### src/rtl/mls_splitter.sv
module mls_splitter #(
  parameter int AW = 32,
  parameter int LINE_BYTES = 16
)(
  input  logic                    clk,
  input  logic                    rst_n,
  input  logic                    req_valid,
  output logic                    req_ready,
  input  logic                    req_store,
  input  logic [1:0]              req_size,
  input  logic [AW-1:0]           req_addr,
  input  logic [63:0]             req_wdata,
  output logic                    resp_valid,
  output logic [63:0]             resp_rdata,
  output logic                    ev_req,
  output logic                    ev_we,
  output logic [AW-1:0]           ev_addr,
  output logic [LINE_BYTES-1:0]   ev_sel,
  output logic [8*LINE_BYTES-1:0] ev_wdata,
  input  logic                    ev_ack,
  input  logic [8*LINE_BYTES-1:0] ev_rdata,
  output logic                    od_req,
  output logic                    od_we,
  output logic [AW-1:0]           od_addr,
  output logic [LINE_BYTES-1:0]   od_sel,
  output logic [8*LINE_BYTES-1:0] od_wdata,
  input  logic                    od_ack,
  input  logic [8*LINE_BYTES-1:0] od_rdata
);
  localparam int OFFW = $clog2(LINE_BYTES);
  localparam int LW   = 8 * LINE_BYTES;
  localparam int ACC  = 8;

  logic                    busy, st_store, st_par0;
  logic [OFFW-1:0]         st_off;
  logic [2*LINE_BYTES-1:0] st_mask;

  logic [ACC-1:0]          lenmask;
  logic [63:0]             wmasked;

  always_comb begin
    for (int k = 0; k < ACC; k++) begin
      lenmask[k] = (k < (1 << req_size));
      wmasked[8*k +: 8] = (k < (1 << req_size)) ? req_wdata[8*k +: 8] : 8'h00;
    end
  end

  logic                    accept, par0, spill;
  logic [OFFW-1:0]         off;
  logic [2*LINE_BYTES-1:0] mask2;
  logic [2*LW-1:0]         data2;
  logic [AW-1:0]           line0, line1;

  assign accept = req_valid & ~busy;
  assign off    = req_addr[OFFW-1:0];
  assign par0   = req_addr[OFFW];
  assign mask2  = {{(2*LINE_BYTES-ACC){1'b0}}, lenmask} << off;
  assign data2  = {{(2*LW-64){1'b0}}, wmasked} << {off, 3'b000};
  assign spill  = |mask2[2*LINE_BYTES-1:LINE_BYTES];
  assign line0  = {req_addr[AW-1:OFFW], {OFFW{1'b0}}};
  assign line1  = line0 + AW'(LINE_BYTES);

  logic                  p_req [2];
  logic                  p_ack [2];
  logic [LINE_BYTES-1:0] p_sel [2];
  logic [AW-1:0]         p_addr[2];
  logic [LW-1:0]         p_wd  [2];
  logic [LW-1:0]         p_lat [2];
  logic [LW-1:0]         p_rd  [2];

  assign p_ack[0] = ev_ack;
  assign p_ack[1] = od_ack;
  assign p_rd[0]  = ev_rdata;
  assign p_rd[1]  = od_rdata;

  always_ff @(posedge clk or negedge rst_n) begin
    if (!rst_n) begin
      for (int g = 0; g < 2; g++) begin
        p_req[g]  <= 1'b0;
        p_sel[g]  <= '0;
        p_addr[g] <= '0;
        p_wd[g]   <= '0;
        p_lat[g]  <= '0;
      end
    end else begin
      for (int g = 0; g < 2; g++) begin
        if (accept) begin
          if (par0 == (g == 1)) begin
            p_req[g]  <= 1'b1;
            p_sel[g]  <= mask2[LINE_BYTES-1:0];
            p_addr[g] <= line0;
            p_wd[g]   <= data2[LW-1:0];
          end else begin
            p_req[g]  <= spill;
            p_sel[g]  <= mask2[2*LINE_BYTES-1:LINE_BYTES];
            p_addr[g] <= line1;
            p_wd[g]   <= data2[2*LW-1:LW];
          end
        end else if (p_req[g] && p_ack[g]) begin
          p_req[g] <= 1'b0;
          if (!st_store) p_lat[g] <= p_rd[g];
        end
      end
    end
  end

  logic all_acked;
  assign all_acked = (~p_req[0] | p_ack[0]) & (~p_req[1] | p_ack[1]);

  always_ff @(posedge clk or negedge rst_n) begin
    if (!rst_n) begin
      busy       <= 1'b0;
      resp_valid <= 1'b0;
      st_store   <= 1'b0;
      st_par0    <= 1'b0;
      st_off     <= '0;
      st_mask    <= '0;
    end else begin
      resp_valid <= 1'b0;
      if (accept) begin
        busy     <= 1'b1;
        st_store <= req_store;
        st_par0  <= par0;
        st_off   <= off;
        st_mask  <= mask2;
      end else if (busy && all_acked) begin
        busy       <= 1'b0;
        resp_valid <= 1'b1;
      end
    end
  end

  logic [2*LW-1:0] joined, lanes, shifted;
  always_comb begin
    joined = st_par0 ? {p_lat[0], p_lat[1]} : {p_lat[1], p_lat[0]};
    for (int k = 0; k < 2*LINE_BYTES; k++)
      lanes[8*k +: 8] = st_mask[k] ? joined[8*k +: 8] : 8'h00;
  end
  assign shifted    = lanes >> {st_off, 3'b000};
  assign resp_rdata = st_store ? 64'h0 : shifted[63:0];
  assign req_ready  = ~busy;

  assign ev_req   = p_req[0];
  assign ev_we    = st_store;
  assign ev_addr  = p_addr[0];
  assign ev_sel   = p_sel[0];
  assign ev_wdata = p_wd[0];
  assign od_req   = p_req[1];
  assign od_we    = st_store;
  assign od_addr  = p_addr[1];
  assign od_sel   = p_sel[1];
  assign od_wdata = p_wd[1];
endmodule

### config.mk
export PLATFORM = sky130hd
export DESIGN_NAME = mls_splitter
export DESIGN_NICKNAME = d
export VERILOG_FILES = /design/src/rtl/mls_splitter.sv
export SDC_FILE = /design/constraint.sdc
export NUM_CORES = 2
export LEC_CHECK = 0
export BUFFER_PORTS_ARGS = -buffer_cell sky130_fd_sc_hd__buf_2
export CORE_AREA = 3 3 307 309
export CTS_BUF_LIST = sky130_fd_sc_hd__clkbuf_8
export DETAILED_ROUTE_END_ITERATION = 6
export DIE_AREA = 0 0 310 312
export HOLD_SLACK_MARGIN = 0.03
export MAX_ROUTING_LAYER = met4
export PLACE_DENSITY = 0.65
export SLEW_MARGIN = 40
export SYNTH_ARGS = -nofsm -noshare
export SYNTH_HDL_FRONTEND = slang
export SYNTH_SLANG_ARGS = --single-unit
### constraint.sdc
create_clock -name clk -period 2.8 [get_ports clk]
set_input_delay 0.56 -clock clk [delete_from_list [all_inputs] [get_ports clk]]
set_output_delay 0.56 -clock clk [all_outputs]
set_load 0.02 [all_outputs]
Yosys cells after proc, flatten, opt, wreduce, memory -nomap -nowiden --
Cells that the tools add are included.
Operators by class: add/sub/neg operators 1, $lt $le $gt $ge 8, shifts and indexed selects 4, multiplexer cells 58, bitwise operators 9, reduce and logical (&&, ||, !) cells 9
Operator list (number):
- two-way mux 8 bit | 40
- two-way mux 128 bit | 2
- two-way mux 256 bit | 1
- << shifter 64 x 7 -> 256 bit | 1
- right shift 256 x 7 -> 64 bit | 1
- < comparator 4 x 32 -> 1 bit (first input constant) | 4
- < comparator 3 x 32 -> 1 bit (first input constant) | 2
- two-way mux 32 bit | 2
- two-way mux 64 bit | 1
- adder 32 x 5 -> 32 bit (second input constant) | 1
- < comparator 1 x 32 -> 1 bit (first input constant) | 1
- < comparator 2 x 32 -> 1 bit (first input constant) | 1
- two-way mux 16 bit | 2
- << shifter 1 x 2 -> 32 bit (first input constant) | 1
- << shifter 8 x 4 -> 32 bit | 1
- OR reduction 16 bit | 1
- two-way mux 1 bit | 10
- AND reduction 3 bit | 2
- nonzero test 2 bit | 3
- inverter 1 bit | 5
- logical AND 1 bit | 3
- AND 1 bit | 2
- bitwise OR 1 bit | 2
Word-level totals: register bits 650, output and inout bits 422, word-level logic and storage cells 105

Depth between registers and ports, before layout --
depth in word-level cells 6, depth in mapped cells 9, gate-level depth less buffers 6

Worst setup path before layout --
No wires, ideal clock.
path type reg2out, from register st_off[1], to output resp_rdata[10], data arrival time 2.244 ns, data required time 2.240 ns, setup slack -0.004 ns, stages on the path, launching flop included 8, path buffers 3, cells stage by stage dfrtp_1 > clkbuf_1 > buf_2 > buf_2 > nand2_1 > o22ai_1 > mux2i_1 > o311ai_0
On the way: cells in the longest elaborated chain, start to end 2
RTL lines:
- start, declared | line 35 | logic [OFFW-1:0] st_off;
- start signal, assigned | line 116 | st_off <= '0;
- start signal, assigned | line 124 | st_off <= off;
- right shift 256 x 7 -> 64 bit | line 139 | assign shifted = lanes >> {st_off, 3'b000};
- two-way mux 64 bit | line 140 | assign resp_rdata = st_store ? 64'h0 : shifted[63:0];
- end, declared | line 14 | output logic [63:0] resp_rdata,
Every way passes these cells.

Final worst setup path --
from register st_par0, to output resp_rdata[63]
On the way: cells in the longest elaborated chain, start to end 4, elaborated cells on any way between the ends 35
RTL lines:
- start, declared | line 34 | logic busy, st_store, st_par0;
- start signal, assigned | line 123 | st_par0 <= par0;
- two-way mux 256 bit * | line 135 | joined = st_par0 ? {p_lat[0], p_lat[1]} : {p_lat[1], p_lat[0]};
- two-way mux 8 bit | line 137 | lanes[8*k +: 8] = st_mask[k] ? joined[8*k +: 8] : 8'h00;
- right shift 256 x 7 -> 64 bit * | line 139
- two-way mux 64 bit * | line 140
Mark *: on every way between the ends. The rest lies on a longest branch, timed or not.

==> results.cfg <==
[grt]
grt_overflow_total = 0
grt_pass1_wl_um = 282000
grt_max_degree = 86
antenna_found_initial = 15
first_global_vias = 38609
globalRouteTotalUtil = 0.415

[clocking]
cts_inserted_buffers = 108
clockBufferDepth = 3
clkLatencyLatePin_ns = 0.82
cts_tree = built
cts_root_buffer = clkbuf_8
cts.sinks = 632
clkTransAtPathRegs_ns = 0.07
htree_levels = 3

[finish]
num-nets-final = 5385
fill_cells = 7707
syn2layout_area_growth_pct = 55.6
final_area_um2 = 53500
multi_input_area_um2 = 19700
finalCoreUtilization = 0.584
layout-drive-gt1-share = 0.468
seqCellArea_um2 = 15800

[worst_setup_path]
crit_type = reg -> out
crit_path_frequent_cell = buf_12
critPathMaxStageDelay_ns = 0.53
slowest_stage = dfrtp_4
regToRegStartpoint = busy$_DFFE_PN0P_
crit_start = st_par0$_DFFE_PN0P_
crit_fanout = 6
worstPathRequired_ns = 2.24
startpoint_type = flop
crit_buf_inv = 7
crit_chain = buf_12, buf_12, buf_12, buf_8, buf_8, mux2i_4, buf_6, o22ai_4, mux4_2, a21o_4, buf_6
crit_path_end_kind = output port
rrSetupSlack_ns = 0.50
arrival_ns = 3.44
cp_top_family = buffers and inverters

[die]
die_w_um = 310
initial_utilization = 0.375
ioPinCount = 782
core.rowCount = 111
die_area_um2 = 96700
die_y_um = 312
core_um2 = 91700

[detailed_routing]
drc_errors = 0
first_pass_iters = 6
drt_iter0_markers = 4375
ant_nets = 0
wl_per_cell_um = 32.2
via_per_inst = 6.06
vias = 38260
wirelength_um = 203000

[sta]
clock_skew_ns = 0.0673
tightest_slew_ns = 0.755
post-route-period-util = 1.43
finalCriticalPeriod_ns = 4.00
maxSlewViolCount = 0
rsz0062_at_grt = yes
finalSetupViolCount = 64
finalWorstSetupSlack_ns = -1.20
hold_ws_ns = 0.0992
slew_headroom = 0.496
fmax_ghz = 0.250
finalHoldViolations = 0

[yosys]
synthArstFlopShare = 1.00
synthFlopType = dfrtp_1
syn_avg_cell_area_um2 = 10.3
synth_most_common_cell = dfrtp_1
syn-cell-area_um2 = 34400
yosys-top-cells-count = 632 x dfrtp_1, 433 x nand2_1, 344 x mux2_2, 248 x o221ai_1, 241 x mux2i_1
synthTopCellsByArea = dfrtp_1 46%, mux2_2 11%, mux2i_1 7.0%, o221ai_1 6.3%, nand2_1 4.7%
synth_warnings = 0
yosysTopAreaCell = dfrtp_1
ys_types = 67
synth_top_area_frac = 0.460
synth_edf_count = 0
synth.yosys.seq_area_share = 0.460
synth-seq-cells = 632
syn_inst = 3331

[power]
leakage_nw = 24.6
max-vdd-ir-drop_v = 0.000532
powerDensity_nw_per_um2 = 1200

[min_path]
min_from = od_rdata[114]
hp-class = in -> reg

[placed_design]
hpwl_um = 155000
port_buffers = 772
postPlaceCellArea_um2 = 45200
pre_cts_ws_ns = -0.769
gp_congestion = 1.05

[flow_run]
maxCapViolations = 0

[run_status]
status = complete, but fails checks
violations = setup timing
routing by layer:
metal  track usage  wire length (µm)  part of all wire  vias up
met5             -                 0                 0        -
met4         0.195             12400             0.061        0
met3        0.0975             18500             0.091      580
met2         0.647             93200              0.46     2437
met1         0.510             79100              0.39    19122
li1              -                 -                 -    16121
layout make-up:
class,count,area share
diodes,19,0.000888
clock buffers,136,0.0350
clock inverters,63,0.00919
inverters,15,0.00105
multi-input cells,2411,0.368
flip-flops and latches,632,0.296
well taps,1186,0.0277
repair buffers,1855,0.263
per-stage QoR:
stage / instances / total power, mW / TNS, ns
after floorplan: 3339 / 27.9 / 0
after global placement: 5803 / 47.5 / -24.76
after global routing: 6313 / 65.8 / -71.28
after detailed placement: 5803 / 47.4 / -25.11
after CTS: 6277 / 59.6 / -68.39
final: 6317 / 64.1 / -67.37
cells in the final DEF (no fill, tap or decap), types with 48 or more instances in the layout:
cell / instances
dfrtp_1: 629
inv_1: 48
clkbuf_8: 136
nand2_1: 421
mux2_2: 328
buf_2: 713
dlygate4sd3_1: 270
buf_4: 705
o21ai_0: 189
buf_12: 60
mux2i_4: 48
a22oi_1: 112
buf_6: 92
mux2i_1: 154
o221ai_1: 216
o22ai_1: 96
nor2_1: 86
registers in the layout, indices dropped and copies added, names as in the netlist:
signal and flops:
ev_addr 27, st_par0 1, od_sel 16, ev_we 1
od_wdata 128, od_addr 28, st_mask 23, st_off 4
ev_req 1, resp_valid 1, p_lat 256, busy 1
od_req 1, ev_wdata 128, ev_sel 16
cell families (layout without fill, tap and decap cells):
| group | Yosys count | after routing | synth area share |
|---|---|---|---|
| and+or+nand+nor | 770 | 770 | 0.100 |
| adders and majority gates | 2 | 2 | 0.000727 |
| AOI/OAI and AO/OA | 1004 | 1004 | 0.210 |
| other | 1 | 28 | 0.000109 |
| muxes | 587 | 587 | 0.184 |
| xor gates and xnor gates | 39 | 39 | 0.00993 |
| DFF | 632 | 632 | 0.460 |
| buffers and inverters | 296 | 2069 | 0.0360 |
repair_timing:
item,4_1_cts,5_1_grt
hold endpoints to repair,324,0
cloned,1,3
hold buffers,270,0
gates resized for setup,259,332
pin swaps,27,92
setup endpoints to repair,64,64
setup buffers,4,31
final timing paths:
check / to / cells after the start
hold reg to reg: od_addr[4]$_DFFE_PN0P_ / 1
setup reg to reg: ev_wdata[14]$_DFFE_PN0P_ / 6
setup / recovery: resp_rdata[63] / 11
max in group asynchronous: od_wdata[10]$_DFFE_PN0P_ / 4
hold / removal: p_lat[114]$_DFFE_PN0P_ / 2
min in group asynchronous: p_lat[126]$_DFFE_PN0P_ / 2
report_power, final:
| part | internal, mW | switching, mW |
|---|---|---|
| registers | 12.3 | 3.17 |
| logic | 17.4 | 22.1 |
| clock network | 4.97 | 4.23 |
| total | 34.6 | 29.5 |
No activity file was read; power rests on OpenSTA's default activity.
